## config.mk

```make
export PLATFORM = sky130hd
export DESIGN_NAME = irq_status_ctrl
export DESIGN_NICKNAME = d
export VERILOG_FILES = /design/src/rtl/irq_status_pkg.sv /design/src/rtl/irq_sync.sv /design/src/rtl/irq_edge_det.sv /design/src/rtl/irq_status_reg.sv /design/src/rtl/irq_req_gen.sv /design/src/rtl/irq_status_ctrl.sv
export SDC_FILE = /design/constraint.sdc
export NUM_CORES = 1
export LEC_CHECK = 0
export ABC_AREA = 1
export ABC_CLOCK_PERIOD_IN_PS = 1000
export CAP_MARGIN = 20
export CORE_MARGIN = 10
export CORE_UTILIZATION = 42
export CTS_BUF_LIST = sky130_fd_sc_hd__clkbuf_16
export DETAILED_ROUTE_END_ITERATION = 10
export PLACE_DENSITY_LB_ADDON = 0.12
export SLEW_MARGIN = 25
export SYNTH_ARGS = -nofsm -noshare
export SYNTH_HDL_FRONTEND = slang
export SYNTH_SLANG_ARGS = --single-unit
```

## constraint.sdc

```tcl
create_clock -name clk_i -period 1 [get_ports clk_i]
set_input_delay 0.2 -clock clk_i [delete_from_list [all_inputs] [get_ports clk_i]]
set_output_delay 0.2 -clock clk_i [all_outputs]
set_load 0.02 [all_outputs]
```

## src/rtl/irq_status_pkg.sv

```systemverilog
package irq_status_pkg;
  localparam int unsigned ADDR_W   = 1;
  localparam logic [ADDR_W-1:0] ADDR_EN = 1'b0;
  localparam logic [ADDR_W-1:0] ADDR_ST = 1'b1;
endpackage

```

## src/rtl/irq_sync.sv

```systemverilog
module irq_sync #(
  parameter int unsigned WIDTH  = 6,
  parameter int unsigned STAGES = 2
) (
  input  logic             clk_i,
  input  logic             rst_ni,
  input  logic [WIDTH-1:0] d_i,
  output logic [WIDTH-1:0] q_o
);
  for (genvar g = 0; g < WIDTH; g++) begin : g_bit
    logic [STAGES-1:0] chain_q;
    always_ff @(posedge clk_i or negedge rst_ni) begin
      if (!rst_ni) chain_q <= '0;
      else         chain_q <= {chain_q[STAGES-2:0], d_i[g]};
    end
    assign q_o[g] = chain_q[STAGES-1];
  end
endmodule

```

## src/rtl/irq_edge_det.sv

```systemverilog
module irq_edge_det #(
  parameter int unsigned WIDTH = 6
) (
  input  logic             clk_i,
  input  logic             rst_ni,
  input  logic [WIDTH-1:0] lvl_i,
  output logic [WIDTH-1:0] rise_o
);
  logic [WIDTH-1:0] prev_q;
  always_ff @(posedge clk_i or negedge rst_ni) begin
    if (!rst_ni) prev_q <= '0;
    else         prev_q <= lvl_i;
  end
  assign rise_o = lvl_i & ~prev_q;
endmodule

```

## src/rtl/irq_status_reg.sv

```systemverilog
module irq_status_reg #(
  parameter int unsigned WIDTH = 6
) (
  input  logic             clk_i,
  input  logic             rst_ni,
  input  logic             en_we_i,
  input  logic [WIDTH-1:0] en_wdata_i,
  input  logic [WIDTH-1:0] rise_i,
  output logic [WIDTH-1:0] en_o,
  output logic [WIDTH-1:0] st_o,
  output logic [WIDTH-1:0] st_next_o
);
  logic [WIDTH-1:0] en_q, en_d, st_q, st_d;

  assign en_d = en_we_i ? en_wdata_i : en_q;
  // Edge counts only if enabled now; masking with next enable makes clear win.
  assign st_d = (st_q | (rise_i & en_q)) & en_d;

  always_ff @(posedge clk_i or negedge rst_ni) begin
    if (!rst_ni) begin
      en_q <= '0;
      st_q <= '0;
    end else begin
      en_q <= en_d;
      st_q <= st_d;
    end
  end

  assign en_o      = en_q;
  assign st_o      = st_q;
  assign st_next_o = st_d;
endmodule

```

## src/rtl/irq_req_gen.sv

```systemverilog
module irq_req_gen #(
  parameter int unsigned WIDTH = 6
) (
  input  logic             clk_i,
  input  logic             rst_ni,
  input  logic [WIDTH-1:0] st_i,
  input  logic [WIDTH-1:0] st_next_i,
  output logic             irq_o
);
  logic irq_q;
  logic now_zero, next_zero;
  assign now_zero  = (st_i == '0);
  assign next_zero = (st_next_i == '0);

  always_ff @(posedge clk_i or negedge rst_ni) begin
    if (!rst_ni)                     irq_q <= 1'b0;
    else if (now_zero && !next_zero) irq_q <= 1'b1;
    else if (next_zero)              irq_q <= 1'b0;
  end
  assign irq_o = irq_q;
endmodule

```

## src/rtl/irq_status_ctrl.sv

```systemverilog
module irq_status_ctrl
  import irq_status_pkg::*;
#(
  parameter int unsigned NUM_SRC     = 6,
  parameter int unsigned SYNC_STAGES = 2
) (
  input  logic               clk_i,
  input  logic               rst_ni,
  input  logic [NUM_SRC-1:0] src_i,
  input  logic               we_i,
  input  logic [ADDR_W-1:0]  addr_i,
  input  logic [NUM_SRC-1:0] wdata_i,
  output logic [NUM_SRC-1:0] rdata_o,
  output logic [NUM_SRC-1:0] din_o,
  output logic               irq_o
);
  logic [NUM_SRC-1:0] src_sync, src_rise;
  logic [NUM_SRC-1:0] en_q, st_q, st_d;
  logic               en_we;

  irq_sync #(.WIDTH(NUM_SRC), .STAGES(SYNC_STAGES)) u_sync (
    .clk_i, .rst_ni, .d_i(src_i), .q_o(src_sync)
  );

  irq_edge_det #(.WIDTH(NUM_SRC)) u_edge (
    .clk_i, .rst_ni, .lvl_i(src_sync), .rise_o(src_rise)
  );

  assign en_we = we_i && (addr_i == ADDR_EN);

  irq_status_reg #(.WIDTH(NUM_SRC)) u_status (
    .clk_i, .rst_ni,
    .en_we_i(en_we), .en_wdata_i(wdata_i), .rise_i(src_rise),
    .en_o(en_q), .st_o(st_q), .st_next_o(st_d)
  );

  irq_req_gen #(.WIDTH(NUM_SRC)) u_req (
    .clk_i, .rst_ni, .st_i(st_q), .st_next_i(st_d), .irq_o(irq_o)
  );

  assign rdata_o = (addr_i == ADDR_ST) ? st_q : en_q;
  assign din_o   = st_q;
endmodule

```

* Word-level counts from Yosys, hierarchy flattened
Cells that the tools add are included.
Widths: inputs -> output; s select.
** Word-level totals
- Bits in registers :: 31
- Input port bits :: 16
- Output and inout port bits :: 13
- Word-level logic and storage cells :: 26
** Operators by class
- Mux-type cells :: 4
- Bitwise gates (word level) :: 6
- Reduce and logical (&&, ||, !) cells :: 6
** Operators with widths (count)
- $and 6x6->6 :: 3
- $logic_not 6->1 :: 2
- $mux 6 :: 2
- $not 6->6 :: 1
- $or 6x6->6 :: 1
- $logic_and 1x1->1 :: 2
- $mux 1 :: 2
- $reduce_bool 2->1 :: 1
- $logic_not 1->1 :: 1
- $not 1->1 :: 1

* Depth between registers and ports, before layout
Gate-level depths: netlist of run 1.
- Depth in word-level cells :: 9
- Mapped depth :: 8
- Gate-level depth less buffers :: 8

* Cells and area by module
From an unflattened synthesis of run 1, not the netlist that was laid out.
** Second synthesis, totals
- Cells, all modules :: 131
- Area, all modules :: 1234.9 µm²
** Modules (own cells, without submodules)
- irq_status_reg :: times used 1, cells an instance 61, area an instance 524.3 µm², seq. area each 300.3 µm²
- irq_sync :: times used 1, cells an instance 18, area an instance 345.3 µm², seq. area each 300.3 µm²
- irq_edge_det :: times used 1, cells an instance 18, area an instance 210.2 µm², seq. area each 150.1 µm²
- irq_status_ctrl :: times used 1, cells an instance 22, area an instance 83.8 µm², seq. area each 0.0 µm²
- irq_req_gen :: times used 1, cells an instance 12, area an instance 71.3 µm², seq. area each 25.0 µm²

* Least setup slack after synthesis of run 1
No wires, ideal clock.
- Path type :: register to output
- Start point :: register u_status.st_q[3], in the netlist u_status.st_o[3]
- End point :: output rdata_o[3]
- Arrival :: 1.021 ns
- Required time :: 0.800 ns
- Slack :: -0.221 ns
- Stages on the path, launching flop included :: 3
- Buffers on the path :: 0
- Path through :: dfrtp_1 > inv_1 > o21ai_0
** On the way
- Word-level cells in the longest chain between the ends :: 1
** Ends and longest elaborated chain
- start, declared :: RTL line irq_status_reg.sv:13 : logic [WIDTH-1:0] en_q, en_d, st_q, st_d;
- start signal, assigned :: RTL line irq_status_reg.sv:25 : st_q <= st_d;
- $mux 6 :: RTL line irq_status_ctrl.sv:41 : assign rdata_o = (addr_i == ADDR_ST) ? st_q : en_q;
- end, declared :: RTL line irq_status_ctrl.sv:13 : output logic [NUM_SRC-1:0] rdata_o,
No other way between the ends.

* Final worst setup path of run 1
- Start point :: register u_status.st_q[2], in the netlist u_status.st_o[2]
- End point :: output rdata_o[2]
Same word-level chain as after synthesis.

==> results of run 1 <==
[worst paths after layout]
kind | from | to
setup reg to reg | u_status.en_o[4] | u_req.irq_o
setup / recovery | u_status.st_o[2] | rdata_o[2]
hold / removal | rst_ni | u_sync.g_bit[0].chain_q[0]
hold reg to reg | u_sync.g_bit[5].chain_q[0] | u_sync.g_bit[5].chain_q[1]
min in group clk_i | u_sync.g_bit[5].chain_q[0] | u_sync.g_bit[5].chain_q[1]
max in group asynchronous | rst_ni | u_edge.prev_q[2]
[flip-flops by register name (all words and copies together) (netlist names)]
name	cells
u_status.en_o	6
u_status.st_o	6
u_req.irq_o	1
u_sync.g_bit.chain_q	12
u_edge.prev_q	6
[logic make-up (layout without fill, tap and decap cells)]
| group | count (synthesis) | count (layout) | synth area share |
|---|---|---|---|
| AOI/OAI and AO/OA | 8 | 8 | 0.0400 |
| buffers and inverters | 24 | 86 | 0.0842 |
| DFF | 31 | 31 | 0.670 |
| and+or+nand+nor | 51 | 51 | 0.206 |
[cells in the final DEF (no fill, tap or decap)]
cell,count
buf_4,19
buf_6,18
inv_2,9
dfrtp_1,31
dlygate4sd2_1,1
clkbuf_16,5
nand2_2,11
nor2_2,2
buf_12,1
o21ai_2,6
buf_2,2
nand3b_1,2
nand3_1,6
nand2_1,26
nand3_2,2
o21bai_1,1
nand4_1,1
clkdlybuf4s50_1,13
clkinvlp_4,1
inv_4,1
nor2_1,1
a21oi_2,1
clkinv_1,2
inv_1,14
[where the power goes]
part	total [mW]	internal (mW)	switching, mW
combinational	0.693	0.357	0.337
clock	1.38	0.891	0.486
sequential	1.41	1.36	0.0558
[area by class of cell]
class / instances / share of cell area
well taps: 30 / 0.0199
repair inverters: 1 / 0.00399
clock inverters: 3 / 0.00598
flip-flops and latches: 31 / 0.412
repair buffers: 54 / 0.273
clock buffers: 5 / 0.0664
multi-input cells: 59 / 0.171
inverters: 23 / 0.0472
[timing repair]
item                       in CTS  in global routing
cloned                          1                  0
buffers inserted                3                  2
pin swaps                      12                  7
setup endpoints to repair      26                 16
gates resized for setup        96                  8
[routing by layer]
metal  share of wire  up-vias  global-route usage
met5               0        -                   0
met4           0.022        0              0.0633
met3           0.071        9              0.0490
met2            0.49       31               0.181
met1            0.42      460               0.126
li1                -      464                   -
[worst reg2reg max path, cell delays in order (launching register included)]
cell	delay (ns)
dfrtp_1	0.37
inv_2	0.06
buf_6	0.11
nor2_2	0.06
nand2_1	0.05
nand2_1	0.07
nand2_2	0.07
nand2_1	0.06
inv_1	0.05
a21oi_2	0.11
==> impl_metrics.yaml, run 1 <==
grt:
  grt_overflow: 0
  grt_pass1_wl_um: 4630
  grt_max_degree: 32
  grt_usage: 0.114
  antenna_found_initial: 0
  grt_pass1_vias: 1029
clock_tree:
  clkSinkCount: 31
  clk_latency_ns: 0.27
  cts.path.max_buffers: 2
  numCtsBuffers: 5
  path_clk_slew_ns: 0.05
  cts_tree: "yes"
  hold_buffers: 0
  htreeDepth: 2
  cts_root_buffer: "clkbuf_16"
timing:
  setup_ws_ns: -0.157
  drv_slew: 0
  skew_ns: 0.00507
  rsz0062_at_grt: "true"
  setup_viol: 14
  slew_headroom: 0.849
  fmax_ghz: 0.864
  final.setup.tns_ns: -1.46
  period_needed_ns: 1.16
  hold_viol: 0
  finalCritPeriodShare: 1.16
  hold_slack_ns: 0.290
  tightest_slew_ns: 0.226
worst_hold_path:
  hp-class: "in -> async"
finish:
  fin_cells: 206
  fill_cells: 183
  drive_above_1_share: 0.443
  nets: 191
  finish.instance_area_sq_mm: 0.00188
  utilization: 0.740
  diodes: 0
  multi_input_area_sq_um: 323
  regArea_sq_um: 776
  syn_to_final_growth_pct: 62.5
logic_synthesis:
  yosysSeqAreaShare: 0.670
  syn-num-nets: 130
  synth_area_per_cell_sq_um: 10.2
  synth_cells: 114
  synth_top_area_frac: 0.670
  syn-cell-area_sq_mm: 0.00116
  netlist.top_cell.by_area: "dfrtp_1"
  synth.distinct_cells: 15
  ys_top_cells_by_count: "dfrtp_1 (31), nand2_1 (29), inv_1 (21)"
  synth-seq-cells: 31
  yosys-top-cells-area: "dfrtp_1 (67%), nand2_1 (9.4%), inv_1 (6.8%)"
  yosysWarnings: 0
  synthArstFlopShare: 1.00
  synth_ff_type: "dfrtp_1"
  yosysMostFrequentCell: "dfrtp_1"
  synth-edff-count: 0
drt:
  drtIter0Drc: 48
  vias: 964
  ant_nets: 0
  via_per_inst: 4.68
  routed_wirelength_um: 2860
  drc: 0
  drtPass1Iterations: 4
  wl_per_cell_um: 13.9
critical_path:
  cp-end-kind: "output pin"
  critPathMaxStageDelay_ns: 0.37
  reg2reg_depth: 9
  cp_max_fo: 2
  regToRegSetupSlack_ns: -0.07
  critPathKind: "reg -> out"
  crit_buf_inv: 2
  cp_num_cells: 3
  slowest_stage: "dfrtp_1"
  cp.required_ns: 0.80
  start_kind: "flop"
  worstPathCellList: "inv_2 -> o21ai_2 -> buf_6"
  critical_path.top_delay_family: "flip-flops"
  arrival_ns: 0.96
placement:
  place_area_sq_mm: 0.00167
  gp_congestion: 0.799
  place_ws_ns: -0.891
  dp_cells: 194
  dp_hpwl_um: 1950
  io_buffers: 28
power_and_ir_drop:
  peakVddDrop_uv: 1680
  totalPowerFinal_mw: 3.48
  leakage_nw: 1.01
  powerDensity_mw_per_mm2: 1850
floorplan:
  die_h_um: 72.5
  core.rowCount: 18
  die_x_um: 72.5
  start_util: 0.455
  pin_count: 29
  dieArea_sq_mm: 0.00526
  core_area_sq_mm: 0.00254
outcome:
  status: "complete, but fails checks"
  violations: "setup timing"
job:
  drv_cap: 0
(Power assumes the default switching activity.)
==> run 2: changes to the inputs <==
Settings changed: PLACE_DENSITY_LB_ADDON 0.12 to 0.15.
==> impl_metrics.yaml, run 2 (same netlist as run 1, synthesis figures left out) <==
drt:
  via_per_inst: 4.75
  drtPass1Iterations: 5
  routed_wirelength_um: 2770
  wl_per_cell_um: 13.3
  ant_nets: 0
  drtIter0Drc: 58
  drc: 0
  vias: 987
floorplan:
  die_x_um: 72.5
  core.rowCount: 18
  dieArea_sq_mm: 0.00526
  die_h_um: 72.5
  start_util: 0.455
  pin_count: 29
  core_area_sq_mm: 0.00254
clock_tree:
  cts_tree: "yes"
  cts_root_buffer: "clkbuf_16"
  clk_latency_ns: 0.27
  htreeDepth: 2
  numCtsBuffers: 5
  hold_buffers: 0
  path_clk_slew_ns: 0.05
  cts.path.max_buffers: 2
  clkSinkCount: 31
finish:
  largest_reg_flops: 12
  diodes: 0
  finish.instance_area_sq_mm: 0.00192
  utilization: 0.755
  syn_to_final_growth_pct: 65.8
  final_cell_mix: "dfrtp_1 (31), nand2_1 (25), buf_6 (21), buf_4 (19), inv_1 (14)"
  drive_above_1_share: 0.455
  nets: 193
  top_register: "u_sync.g_bit.chain_q"
  final_common_cell: "dfrtp_1"
timing:
  tightest_slew_ns: 0.285
  skew_ns: 0.00211
  setup_viol: 14
  fmax_ghz: 0.863
  rsz0062_at_grt: "true"
  setup_ws_ns: -0.159
  period_needed_ns: 1.16
  drv_slew: 0
  hold_viol: 0
  slew_headroom: 0.810
  finalCritPeriodShare: 1.16
critical_path:
  slowest_stage: "dfrtp_1"
  regToRegSetupSlack_ns: -0.06
  reg2reg_depth: 7
  critPathKind: "reg -> out"
  cp-end-kind: "output pin"
  worstPathCellList: "inv_2 -> o21ai_2 -> buf_6"
  crit_buf_inv: 2
  start_kind: "flop"
  cp.required_ns: 0.80
  critical_path.top_delay_family: "flip-flops"
  critPathMaxStageDelay_ns: 0.37
  arrival_ns: 0.96
  r2r_end: "u_req.irq_o"
  cp_max_fo: 2
  startpoint: "u_status.st_o[1]"
  r2r-start: "u_status.en_o[1]"
outcome:
  violations: "setup timing"
  status: "complete, but fails checks"
placement:
  gp_congestion: 0.808
  io_buffers: 28
  place_area_sq_mm: 0.00167
  place_ws_ns: -0.889
  dp_hpwl_um: 1850
power_and_ir_drop:
  peakVddDrop_uv: 1820
  swShare: 0.250
  p_int_mw: 2.61
  comb_power_share: 0.201
  p_clk_frac: 0.394
  powerDensity_mw_per_mm2: 1810
  leakage_nw: 1.03
  pwr-share-seq: 0.405
  p_switching_mw: 0.869
grt:
  grt_pass1_wl_um: 4510
  antenna_found_initial: 0
  grt_max_degree: 32
  grt_usage: 0.109
  grt_pass1_vias: 1040
  grt_overflow: 0
worst_hold_path:
  hp-class: "in -> async"
job:
  drv_cap: 0
run 2: changes by cell type in the layout (fill, tap and decap cells not counted), sizes merged:
cell           change
buf                +2
clkdlybuf4s15      +1
dlygate4sd2        -1
run 2: how the worst max path moves through the flow:
stage                             end  slack [ns]  cells after the start
after floorplan           u_req.irq_o      -0.007                      6
after global placement     rdata_o[1]       -0.87                      5
after detailed placement   rdata_o[0]       -0.89                      5
after CTS                  rdata_o[4]       -0.16                      3
after global routing       rdata_o[0]       -0.20                      3
final                      rdata_o[1]       -0.16                      3
run 2: cell type report:
| cell class | count | area [sq um] |
|---|---|---|
| Timing Repair inverter | 1 | 7.51 |
| Inverter | 23 | 88.8 |
| Clock buffer | 5 | 125 |
| Fill cell | 184 | 624 |
| Tap cell | 30 | 37.5 |
| Timing Repair Buffer | 56 | 544 |
| Clock inverter | 3 | 11.3 |
| Sequential cell | 31 | 776 |
| Multi-Input combinational cell | 59 | 330 |
run 2: timing repair:
item                                   in CTS  in global routing
setup endpoints to repair                  26                 19
gates resized for setup                    94                 16
pin swaps                                  15                  7
gates cloned                                1                  0
endpoints found under the hold margin       0                  0
setup buffers                               3                  2
run 2: power groups by stage:
stage / sequential [mW] / clock [mW] / combinational [mW]
finish: 1.41 / 1.37 / 0.700
CTS: 1.41 / 1.39 / 0.667
detailed placement: 1.42 / 0 / 0.627
floorplan: 1.45 / 0 / 0.230
global placement: 1.42 / 0 / 0.619
global route: 1.42 / 1.44 / 0.764
run 2: layer usage:
metal	share of wire	up-vias	routed length (um)	GRT usage
met3	0.064	5	177	0.0435
met5	0	-	0	0
met2	0.51	25	1410	0.180
li1	-	472	-	-
met4	0.016	0	45	0.0570
met1	0.41	485	1130	0.116
run 2: worst register-to-register path: stages, from the launching register on:
cell,delay [ns]
dfrtp_1,0.39
buf_6,0.12
nand2_1,0.07
nand2_2,0.07
nand2_2,0.09
nand2_2,0.05
nor2_2,0.11
a21oi_2,0.05
run 2: per-stage QoR:
stage                     total power, mW  cells  setup TNS [ns]  hold WS [ns]
after detailed placement             2.05    195          -12.44         0.336
after floorplan                      1.68    114        -0.00677       -0.0956
after global placement               2.03    195          -12.07         0.333
after global routing                 3.63    208           -2.14         0.307
after CTS                            3.46    206           -1.38         0.292
final                                3.48    208           -1.51         0.284
==> run 3: changes to the inputs <==
Settings changed: CORE_UTILIZATION 42 to 43, SYNTH_HIERARCHICAL from default to 1.
==> impl_metrics.yaml, run 3 <==
finish:
  final_common_cell: "dfrtp_1"
  nets: 198
  largest_reg_flops: 12
  diodes: 0
  syn_to_final_growth_pct: 57.8
  top_register: "u_sync/g_bit.chain_q"
  final_cell_mix: "dfrtp_1 (31), nand2_1 (23), buf_6 (22), inv_1 (21)"
  drive_above_1_share: 0.456
clock_tree:
  cts_tree: "yes"
  path_clk_slew_ns: 0.05
  clkSinkCount: 31
  cts.path.max_buffers: 2
  clk_latency_ns: 0.27
  hold_buffers: 0
  htreeDepth: 2
  cts_root_buffer: "clkbuf_16"
  numCtsBuffers: 5
placement:
  dp_hpwl_um: 1870
  io_buffers: 28
  place_ws_ns: -0.932
  gp_congestion: 0.793
power_and_ir_drop:
  swShare: 0.271
  p_switching_mw: 1.06
  p_clk_frac: 0.346
  peakVddDrop_uv: 1950
  leakage_nw: 1.01
  powerDensity_mw_per_mm2: 2000
  pwr-share-seq: 0.378
  comb_power_share: 0.276
  p_int_mw: 2.84
timing:
  hold_viol: 0
  skew_ns: 0.00499
  period_needed_ns: 1.24
  fmax_ghz: 0.805
  finalCritPeriodShare: 1.24
  slew_headroom: 0.872
  setup_ws_ns: -0.242
  setup_viol: 13
  tightest_slew_ns: 0.192
  drv_slew: 0
  rsz0062_at_grt: "true"
  hold_slack_ns: 0.294
floorplan:
  core_area_sq_mm: 0.00276
  die_h_um: 73.6
  core.rowCount: 19
  start_util: 0.448
  pin_count: 29
  dieArea_sq_mm: 0.00542
  die_x_um: 73.6
critical_path:
  startpoint: "u_status/en_o[0]"
  cp_max_fo: 2
  reg2reg_depth: 8
  cp-endpoint: "rdata_o[0]"
  r2r-start: "u_status/st_o[3]"
  critPathKind: "reg -> out"
  cp.required_ns: 0.80
  regToRegSetupSlack_ns: -0.24
  start_kind: "flop"
  arrival_ns: 1.04
  r2r_end: "u_req/irq_o"
  cp-end-kind: "output pin"
worst_hold_path:
  hp-class: "in -> async"
logic_synthesis:
  syn-cell-area_sq_mm: 0.00123
  ys_top_cells_by_count: "dfrtp_1 (31), nand2_1 (30), inv_1 (26)"
  synth_area_per_cell_sq_um: 9.43
  synth.distinct_cells: 12
  netlist.top_cell.by_area: "dfrtp_1"
  synth_top_area_frac: 0.628
  yosysWarnings: 6
  synthArstFlopShare: 1.00
  synth_ff_type: "dfrtp_1"
  yosysMostFrequentCell: "dfrtp_1"
  yosysSeqAreaShare: 0.628
  synth-edff-count: 0
  syn-num-nets: 147
  synth-seq-cells: 31
  yosys-top-cells-area: "dfrtp_1 (63%), nand2_1 (9.1%), inv_1 (7.9%)"
  synth_cells: 131
drt:
  routed_wirelength_um: 2780
  drc: 0
  drtPass1Iterations: 4
  vias: 954
  drtIter0Drc: 37
  ant_nets: 0
  via_per_inst: 4.48
  wl_per_cell_um: 13.0
grt:
  grt_max_degree: 32
  grt_pass1_vias: 967
  grt_overflow: 0
  grt_usage: 0.107
  antenna_found_initial: 0
  grt_pass1_wl_um: 4460
outcome:
  status: "complete, but fails checks"
  violations: "setup timing"
job:
  drv_cap: 0
run 3: cell types whose count changed in the layout (fill, tap and decap cells not counted), sizes merged:
cell	delta
nand3	-7
o21ai	-6
clkinvlp	-1
inv	+4
o21bai	-1
buf	-5
nand3b	-2
clkdlybuf4s15	-1
nand4	-1
dlygate4sd2	+1
nor2	+16
or2	+1
a21oi	+6
run 3: power by group through the flow:
stage	Clock, mW	Combinational, mW	Sequential (mW)
global route	1.45	1.17	1.48
CTS	1.40	0.978	1.47
detailed placement	0	0.883	1.47
floorplan	0	0.332	1.56
finish	1.35	1.07	1.47
global placement	0	0.868	1.47
run 3: cell families after synthesis:
| kind of cell | Yosys count | synth area share |
|---|---|---|
| AOI/OAI and AO/OA | 7 | 0.0284 |
| buffers and inverters | 35 | 0.126 |
| DFF | 31 | 0.628 |
| and+or+nand+nor | 58 | 0.218 |
run 3: layout make-up:
class                           count  area (sq um)
Inverter                           28           110
Clock inverter                      2          8.76
Multi-Input combinational cell     65           368
Clock buffer                        5           125
Timing Repair Buffer               51           522
Tap cell                           31          38.8
Sequential cell                    31           776
Fill cell                         220           810
run 3: through the flow:
stage / cell area, sq um / instances / utilization / TNS [ns] / power [mW]
2_1_floorplan: 1260 / 131 / - / -0.118 / 1.89
6_report: 1950 / 213 / 0.706 / -1.93 / 3.89
3_3_place_gp: 1640 / 197 / 0.595 / -13.86 / 2.34
4_1_cts: 1860 / 208 / 0.675 / -1.55 / 3.84
5_1_grt: 1950 / 213 / 0.706 / -2.48 / 4.10
3_5_place_dp: 1640 / 197 / 0.595 / -14.33 / 2.36
run 3: how the worst min path moves through the flow:
| stage | to | cells past startpoint |
|---|---|---|
| floorplan | u_edge/prev_q[0] | 0 |
| global placement | u_sync/g_bit[3].chain_q[1] | 0 |
| detailed placement | u_sync/g_bit[3].chain_q[1] | 0 |
| CTS | u_status/en_o[0] | 2 |
| global route | u_status/st_o[0] | 2 |
| finish | u_sync/g_bit[1].chain_q[0] | 2 |
run 3: what timing repair did:
| item | in CTS | in global routing |
|---|---|---|
| setup endpoints to repair | 26 | 16 |
| endpoints found under the hold margin | 0 | 0 |
| pin swaps | 16 | 12 |
| buffers inserted | 5 | 5 |
| gates resized for setup | 95 | 16 |
run 3: critical path, cell delays in order, from the launching register on:
cell and delay (ns):
dfrtp_1 0.39, buf_4 0.14, nand2_1 0.05, nand2_1 0.06, buf_6 0.13
run 3: routing by layer:
metal | wire (um) | GRT usage
met1 | 1130 | 0.120
met4 | 63 | 0.0559
met3 | 158 | 0.0417
met2 | 1430 | 0.173
met5 | 0 | 0
